## src/rtl/sar_seq_pkg.sv

```systemverilog
package sar_seq_pkg;
    typedef enum logic [1:0] {
        ST_IDLE  = 2'd0,
        ST_CONV  = 2'd1,
        ST_ABORT = 2'd2
    } sar_state_e;
endpackage

```

## src/rtl/sar_bit_step.sv

```systemverilog
// One successive-approximation decision on the trial code.
module sar_bit_step #(
    parameter int RES_W = 10,
    parameter int IDX_W = 4
) (
    input  logic [RES_W-1:0] trial_i,
    input  logic [IDX_W-1:0] idx_i,
    input  logic             cmp_i,
    output logic [RES_W-1:0] trial_o
);
    always_comb begin
        trial_o = trial_i;
        for (int b = 0; b < RES_W; b++) begin
            if (IDX_W'(b) == idx_i && !cmp_i) begin
                trial_o[b] = 1'b0;
            end
            if (IDX_W'(b + 1) == idx_i) begin
                trial_o[b] = 1'b1;
            end
        end
    end
endmodule

```

## src/rtl/sar_result_reg.sv

```systemverilog
// Result register pair, loaded only on completion.
module sar_result_reg #(
    parameter int RES_W = 10,
    parameter int LO_W  = 8,
    localparam int HI_W = RES_W - LO_W
) (
    input  logic             clk_i,
    input  logic             rst_ni,
    input  logic             load_i,
    input  logic [RES_W-1:0] data_i,
    output logic [HI_W-1:0]  hi_o,
    output logic [LO_W-1:0]  lo_o
);
    logic [RES_W-1:0] res_d, res_q;

    always_comb begin
        res_d = load_i ? data_i : res_q;
    end

    always_ff @(posedge clk_i or negedge rst_ni) begin
        if (!rst_ni) res_q <= '0;
        else         res_q <= res_d;
    end

    assign hi_o = res_q[RES_W-1:LO_W];
    assign lo_o = res_q[LO_W-1:0];
endmodule

```

## src/rtl/sar_seq_ctrl.sv

```systemverilog
module sar_seq_ctrl
    import sar_seq_pkg::*;
#(
    parameter int RES_W      = 10,
    parameter int LO_W       = 8,
    parameter int WAIT_TICKS = 2,
    localparam int HI_W      = RES_W - LO_W,
    localparam int STEP_W    = $clog2(RES_W + 1),
    localparam int WAIT_W    = $clog2(WAIT_TICKS) + 1
) (
    input  logic             clk_i,
    input  logic             rst_ni,
    input  logic             tick_i,
    input  logic             en_i,
    input  logic             go_wr_i,
    input  logic             go_wdata_i,
    input  logic             flag_clr_i,
    input  logic             cmp_i,
    output logic             busy_o,
    output logic             hold_o,
    output logic [RES_W-1:0] trial_o,
    output logic [HI_W-1:0]  res_hi_o,
    output logic [LO_W-1:0]  res_lo_o,
    output logic             irq_flag_o
);
    typedef struct packed {
        sar_state_e        st;
        logic [STEP_W-1:0] step;
        logic [WAIT_W-1:0] wcnt;
        logic [RES_W-1:0]  trial;
        logic              go;
        logic              hold;
        logic              flag;
        logic              en;
    } ctrl_t;

    localparam logic [RES_W-1:0] MSB_CODE = RES_W'(1) << (RES_W - 1);

    ctrl_t             ctl_d, ctl_q;
    logic              load_d;
    logic [STEP_W-1:0] bit_idx;
    logic [RES_W-1:0]  step_trial;

    assign bit_idx = STEP_W'(RES_W - 1) - ctl_q.step;

    sar_bit_step #(.RES_W(RES_W), .IDX_W(STEP_W)) u_step (
        .trial_i (ctl_q.trial),
        .idx_i   (bit_idx),
        .cmp_i   (cmp_i),
        .trial_o (step_trial)
    );

    always_comb begin
        ctl_d    = ctl_q;
        load_d   = 1'b0;
        ctl_d.en = en_i;

        // software clear first so a completion in the same clock wins
        if (flag_clr_i) ctl_d.flag = 1'b0;

        if (tick_i) begin
            unique case (ctl_q.st)
                ST_IDLE: begin
                    if (ctl_q.go) begin
                        ctl_d.st    = ST_CONV;
                        ctl_d.step  = '0;
                        ctl_d.trial = MSB_CODE;
                        ctl_d.hold  = 1'b1;
                    end
                end
                ST_CONV: begin
                    if (!ctl_q.go) begin
                        ctl_d.st    = ST_ABORT;
                        ctl_d.wcnt  = '0;
                        ctl_d.trial = '0;
                    end else if (ctl_q.step == STEP_W'(RES_W)) begin
                        load_d      = 1'b1;
                        ctl_d.st    = ST_IDLE;
                        ctl_d.go    = 1'b0;
                        ctl_d.flag  = 1'b1;
                        ctl_d.hold  = 1'b0;
                        ctl_d.trial = '0;
                    end else begin
                        ctl_d.trial = step_trial;
                        ctl_d.step  = ctl_q.step + 1'b1;
                    end
                end
                ST_ABORT: begin
                    if (ctl_q.wcnt == WAIT_W'(WAIT_TICKS - 1)) begin
                        ctl_d.st   = ST_IDLE;
                        ctl_d.hold = 1'b0;
                    end else begin
                        ctl_d.wcnt = ctl_q.wcnt + 1'b1;
                    end
                end
                default: ctl_d.st = ST_IDLE;
            endcase
        end

        if (go_wr_i) begin
            if (!go_wdata_i) begin
                ctl_d.go = 1'b0;
            end else if (en_i && ctl_q.en && ctl_q.st != ST_CONV) begin
                ctl_d.go = 1'b1;
            end
        end

        if (!en_i) begin
            ctl_d.st    = ST_IDLE;
            ctl_d.go    = 1'b0;
            ctl_d.hold  = 1'b0;
            ctl_d.trial = '0;
            ctl_d.step  = '0;
            ctl_d.wcnt  = '0;
            load_d      = 1'b0;
        end
    end

    always_ff @(posedge clk_i or negedge rst_ni) begin
        if (!rst_ni) begin
            ctl_q <= '{st: ST_IDLE, step: '0, wcnt: '0, trial: '0,
                       go: 1'b0, hold: 1'b0, flag: 1'b0, en: 1'b0};
        end else begin
            ctl_q <= ctl_d;
        end
    end

    sar_result_reg #(.RES_W(RES_W), .LO_W(LO_W)) u_res (
        .clk_i  (clk_i),
        .rst_ni (rst_ni),
        .load_i (load_d),
        .data_i (ctl_q.trial),
        .hi_o   (res_hi_o),
        .lo_o   (res_lo_o)
    );

    assign busy_o     = ctl_q.go;
    assign hold_o     = ctl_q.hold;
    assign trial_o    = ctl_q.trial;
    assign irq_flag_o = ctl_q.flag;
endmodule

```

## config.mk

```make
export PLATFORM = sky130hd
export DESIGN_NAME = sar_seq_ctrl
export DESIGN_NICKNAME = d
export VERILOG_FILES = /design/src/rtl/sar_seq_pkg.sv /design/src/rtl/sar_bit_step.sv /design/src/rtl/sar_result_reg.sv /design/src/rtl/sar_seq_ctrl.sv
export SDC_FILE = /design/constraint.sdc
export NUM_CORES = 1
export LEC_CHECK = 0
export ABC_AREA = 1
export CORE_MARGIN = 8
export CORE_UTILIZATION = 57
export DETAILED_ROUTE_END_ITERATION = 8
export DONT_BUFFER_PORTS = 1
export PLACE_DENSITY = 0.72
export SYNTH_ARGS = -nofsm -noshare
export SYNTH_HDL_FRONTEND = slang
export SYNTH_SLANG_ARGS = --single-unit
```

## constraint.sdc

```tcl
create_clock -name clk_i -period 1.7 [get_ports clk_i]
set_clock_uncertainty 0.15 [all_clocks]
set_input_delay 0.255 -clock clk_i [delete_from_list [all_inputs] [get_ports clk_i]]
set_output_delay 0.255 -clock clk_i [all_outputs]
set_load 0.1 [all_outputs]
```

==> results of run 1 <==
## layer usage
metal / up-vias / GRT usage / routed length [um] / part of all wire
met5: - / 0 / 0 / 0
met4: 0 / 0.0789 / 95 / 0.019
met3: 10 / 0.0546 / 420 / 0.083
met2: 83 / 0.299 / 2480 / 0.49
met1: 863 / 0.222 / 2080 / 0.41
li1: 922 / - / - / -
## sequential cells by signal, indices dropped and copies added (netlist names)
signal / cells
trial_o: 10
u_res.res_q: 10
ctl_q: 9
busy_o: 1
hold_o: 1
irq_flag_o: 1
## worst register-to-register path, stage by stage (launching register included)
cell and delay [ns]:
dfrtp_1 0.39, inv_2 0.07, ha_4 0.26, inv_1 0.13, nor2_4 0.23, nand2_1 0.13, nand3_1 0.13, nand2_1 0.06
nand2_1 0.06, nand2_1 0.05
## cells by family after synthesis
logic type      Yosys count
fa+ha+maj                10
flops                    32
simple gates            150
xor+xnor                  1
compound gates           25
buf+inv                  40
## cells in the mapped netlist, types with 2 or more instances
cell      n
nand2_1  71
nand3_1  43
dfrtp_1  32
inv_1    21
nor2_1   16
o21ai_0  15
buf_4    12
ha_1     10
a21oi_1   3
inv_2     3
nor2_4    3
nor3_1    3
o21ai_1   3
buf_2     2
nand2_2   2
nand2_4   2
nand3_2   2
nand4_1   2
## cell type report
cell class | instances | area (um^2) | area share
Multi-Input combinational cell | 187 | 1130 | 0.439
Clock buffer | 5 | 37.5 | 0.0146
Inverter | 24 | 90.1 | 0.0350
Sequential cell | 32 | 807 | 0.313
Clock inverter | 3 | 18.8 | 0.00729
Timing Repair Buffer | 53 | 434 | 0.169
Tap cell | 46 | 57.6 | 0.0223
## final timing paths
kind | slack, ns | to | cells past startpoint
max | -0.04 | trial_o[3] | 9
min | 0.08 | u_res.res_q[2] | 3
max reg2reg | -0.04 | trial_o[3] | 9
min reg2reg | 0.33 | u_res.res_q[9] | 2
max in group asynchronous | 1.01 | busy_o | 2
min in group asynchronous | 0.21 | trial_o[4] | 2
## power by group
part / total, mW / internal (mW) / switching (mW)
clock: 0.430 / 0.158 / 0.272
combinational: 0.650 / 0.205 / 0.445
sequential: 0.823 / 0.796 / 0.0269
total: 1.90 / 1.16 / 0.744
## timing repair
item / in CTS / in global routing
pin swaps: 3 / 6
resized for setup: 11 / 28
hold endpoints to repair: 45 / 0
endpoints found under the setup margin: 14 / 30
hold buffers: 6 / 0
cloned: 0 / 1
buffers inserted: 3 / 1
## metrics by stage
stage / util / area, um^2 / instances / hold WS [ns]
2_1_floorplan: - / 2010 / 258 / -0.191
3_3_place_gp: 0.676 / 2270 / 331 / -0.190
3_5_place_dp: 0.676 / 2270 / 331 / -0.190
4_1_cts: 0.730 / 2450 / 348 / 0.0513
5_1_grt: 0.766 / 2580 / 350 / 0.0656
6_report: 0.766 / 2580 / 350 / 0.0804
==> flow_summary.ini, run 1 <==
[synth]
synth_seq_area_share = 0.400
synth_xor_area_frac = 0.00437
synth.area.top_cells = dfrtp_1 (40%), nand2_1 (13%), nand3_1 (11%)
synthMuxAreaShare = 0
synthDistinctLibCells = 31
synth_seq_cells = 32
synthFlopType = dfrtp_1
synth_top_family_by_area = simple AND/OR/NAND/NOR gates
async_flop_share = 1.00
synth_edf_count = 0
ys_warn_count = 0
synth-simple-area-share = 0.358
synthAdderAreaFrac = 0.0625
avgSynthCellArea_um2 = 7.76
syn_area_um2 = 2000
synth_nets = 276
syn-instance-count = 258
yosysTopAreaCell = dfrtp_1
synth-compound-area-share = 0.0725
synth_top_area_frac = 0.400

[finish]
areaGrowthSynthToFinish_pct = 28.7
nets = 321
layout_commonest_cell = nand2_1
drive_gt1_frac = 0.336
antenna_cells = 0
most-common-layout-cells = nand2_1 (68), buf_4 (44), nand3_1 (41), dfrtp_1 (29), inv_1 (14)
n_fill_cell = 262

[timing]
finalSetupViolations = 3
hold_violations = 0
period_needed_ns = 1.74
timing.final.crit_share = 1.02
max_freq_mhz = 575
fin_setup_tns_ns = -0.0968
finalMaxSlewViolations = 0
max_slew_margin = 0.656
rsz0062_at_grt = yes
worst_pin_slew_ns = 0.515
finalWorstSetupSlack_ns = -0.0390

[routing]
dr.pass1.iters = 5
drtIter0Drc = 173
via_per_inst = 5.37
drtAntennaViolNets = 0
routedWlPerCell_um = 14.5
drc = 0
dr_total_vias = 1878
finalWirelength_mm = 5.08

[worst_hold_path]
worstHoldStart = en_i
hold_class = input pin to register

[placement]
gp_congestion = 0.844
dp_slack_ns = -0.0250
portBuffers = 0
hpwl_mm = 3.42

[floorplan]
die_h_um = 75.3
core_um2 = 3360
rows = 21
dieArea_um2 = 5660
start_util = 0.595
die_w_um = 75.3
pin_count = 31

[setup_path]
crit_chain = inv_2 -> ha_4 -> inv_1 -> nor2_4 -> nand2_1 -> nand3_1 -> nand2_1 -> nand2_1 -> nand2_1
cp_num_buf_inv = 2
crit_path_max_incr_delay_ns = 0.39
crit_required_ns = 1.80
critPathCaptureType = register
worst_path_most_repeated_cell = nand2_1
critPathMaxFanout = 8
arrival_ns = 1.83
cp-start-kind = register
crit_start = ctl_q[17]
cp_slowest_cell = dfrtp_1
r2r-start = ctl_q[17]
cpLargestDelayFamily = simple AND/OR/NAND/NOR gates
critPathKind = register to register

[grt]
grt_max_degree = 33
grt.total_usage = 0.185
gr-total-overflow = 0
antenna_found_initial = 0
grt_pass1_wl_mm = 8.07
grt_pass1_vias = 1807

[clock_network]
cts_buffers = 5
h-tree-depth = 2
cts_root_buf = clkbuf_4
numClockSinks = 32
tritoncts = yes
clk_latency_ns = 0.34
path_clk_slew_ns = 0.11
cts.path.max_buffers = 2

[power_and_ir_drop]
p_leak_nw = 1.26
peakVddDrop_mv = 0.542
p_total_mw = 1.90
power_density_nw_per_um2 = 739

[flow_run]
drv_cap = 0

[run_status]
status = finished, violations left
violations = negative setup slack
No activity file was read; power rests on OpenSTA's default activity.
==> run 2, diff against run 1 <==
--- a/config.mk
+++ b/config.mk
@@ -10,7 +10,9 @@
 export CORE_UTILIZATION = 57
 export DETAILED_ROUTE_END_ITERATION = 8
 export DONT_BUFFER_PORTS = 1
+export HOLD_SLACK_MARGIN = 0.1
 export PLACE_DENSITY = 0.72
+export RECOVER_POWER = 25
 export SYNTH_ARGS = -nofsm -noshare
 export SYNTH_HDL_FRONTEND = slang
 export SYNTH_SLANG_ARGS = --single-unit
==> flow_summary.ini, run 2 (same netlist as run 1, synthesis figures left out) <==
[run_status]
status = finished, violations left
violations = design-rule violations, negative setup slack

[timing]
max_slew_margin = 0.475
rsz0062_at_grt = yes
max_freq_mhz = 550
finalMaxSlewViolations = 0
timing.final.crit_share = 1.07
whs_ns = 0.103
finalWorstSetupSlack_ns = -0.117
hold_violations = 0
worst_pin_slew_ns = 0.787
period_needed_ns = 1.82
finalSetupViolations = 8
fin_setup_tns_ns = -0.428

[clock_network]
cts_root_buf = clkbuf_4
cts.path.max_buffers = 2
numClockSinks = 32
tritoncts = yes
cts_buffers = 5
clk_latency_ns = 0.34
path_clk_slew_ns = 0.11
h-tree-depth = 2

[placement]
placed_cells = 331
portBuffers = 0
hpwl_mm = 3.42
gp_congestion = 0.844
postPlaceCellArea_um2 = 2270
dp_slack_ns = -0.0250

[finish]
drive_gt1_frac = 0.362
n_fill_cell = 257
multiInputGateArea_um2 = 1150
seqCellArea_um2 = 807
finalNonFillerCells = 353
stdcell_area_um2 = 2620
most-common-layout-cells = nand2_1 (67), buf_4 (44), nand3_1 (37), dfrtp_1 (29), inv_1 (13)
layout_commonest_cell = nand2_1
antenna_cells = 0
nets = 324
final_util = 0.778
areaGrowthSynthToFinish_pct = 30.6

[power_and_ir_drop]
p_leak_nw = 1.27
power_density_nw_per_um2 = 739
seqPwrFrac = 0.426
internal_power_mw = 1.17
power_switching_mw = 0.766
p_total_mw = 1.93
swShare = 0.396
peakVddDrop_mv = 0.488
share_comb_of_total_power = 0.347
pwr-share-clk = 0.227

[grt]
gr-total-overflow = 0
antenna_found_initial = 0
grt_pass1_vias = 1804
grt.total_usage = 0.184
grt_max_degree = 33
grt_pass1_wl_mm = 8.08

[floorplan]
start_util = 0.595
rows = 21
dieArea_um2 = 5660
die_h_um = 75.3
pin_count = 31
core_um2 = 3360
die_w_um = 75.3

[routing]
via_per_inst = 5.38
dr_total_vias = 1898
dr.pass1.iters = 6
drtIter0Drc = 152
finalWirelength_mm = 5.33
routedWlPerCell_um = 15.1
drtAntennaViolNets = 0
drc = 2

[setup_path]
cp-start-kind = register
critPathCaptureType = register
arrival_ns = 1.96
crit_required_ns = 1.84
critPathMaxFanout = 6
critPathKind = register to register

[flow_run]
drv_cap = 0

[worst_hold_path]
hold_class = input pin to register
run 2: cell count changes in the layout (fill, tap and decap cells not counted), moves of 2 or more:
cell,change
o21ai_1,+3
o21ai_0,-4
buf_6,+2
nand3_2,+3
nand3_1,-4
run 2: critical path: stages, from the launching register on:
cell	delay (ns)
dfrtp_1	0.42
inv_2	0.09
ha_4	0.22
clkinvlp_4	0.13
buf_4	0.13
nand3_1	0.10
nor2_1	0.21
nor2_1	0.07
nor2_1	0.12
nand2_1	0.07
nand2_1	0.06
run 2: per-layer routing:
layer | wire length [um] | part of all wire | vias to the layer above | track usage
li1 | - | - | 933 | -
met1 | 2230 | 0.42 | 895 | 0.225
met2 | 2630 | 0.49 | 58 | 0.299
met3 | 367 | 0.069 | 12 | 0.0506
met4 | 96 | 0.018 | 0 | 0.0746
met5 | 0 | 0 | - | 0
run 2: worst paths after layout:
kind	from	end	slack, ns	depth (start not counted)
worst min register to register	u_res.res_q[9]	u_res.res_q[9]	0.33	2
worst min-delay path	en_i	ctl_q[15]	0.10	5
min in group asynchronous	rst_ni	trial_o[3]	0.38	2
worst max register to register	ctl_q[17]	trial_o[9]	-0.12	10
max in group asynchronous	rst_ni	busy_o	0.44	2
worst max-delay path	ctl_q[17]	trial_o[9]	-0.12	10
run 2: final cells by class:
cell class                 instances  area share
clock buffer                       5      0.0144
sequential                        32       0.309
tap                               46      0.0220
timing repair buffer              56       0.173
inverter                          24      0.0368
multi-input combinational        187       0.438
clock inverter                     3     0.00718
run 2: what timing repair did:
action | CTS | global route
resized for setup | 11 | 42
hold buffers | 6 | 1
endpoints found under the setup margin | 14 | 30
setup buffers | 3 | 3
gates cloned | 0 | 1
pin swaps | 3 | 12
hold endpoints to repair | 48 | 12
run 2: power by group through the flow:
stage | sequential (mW) | clock (mW) | combinational, mW
after floorplan | 0.910 | 0 | 0.348
after global placement | 0.830 | 0 | 0.533
after detailed placement | 0.832 | 0 | 0.541
after CTS | 0.817 | 0.448 | 0.579
after global routing | 0.825 | 0.485 | 0.722
final | 0.822 | 0.438 | 0.671
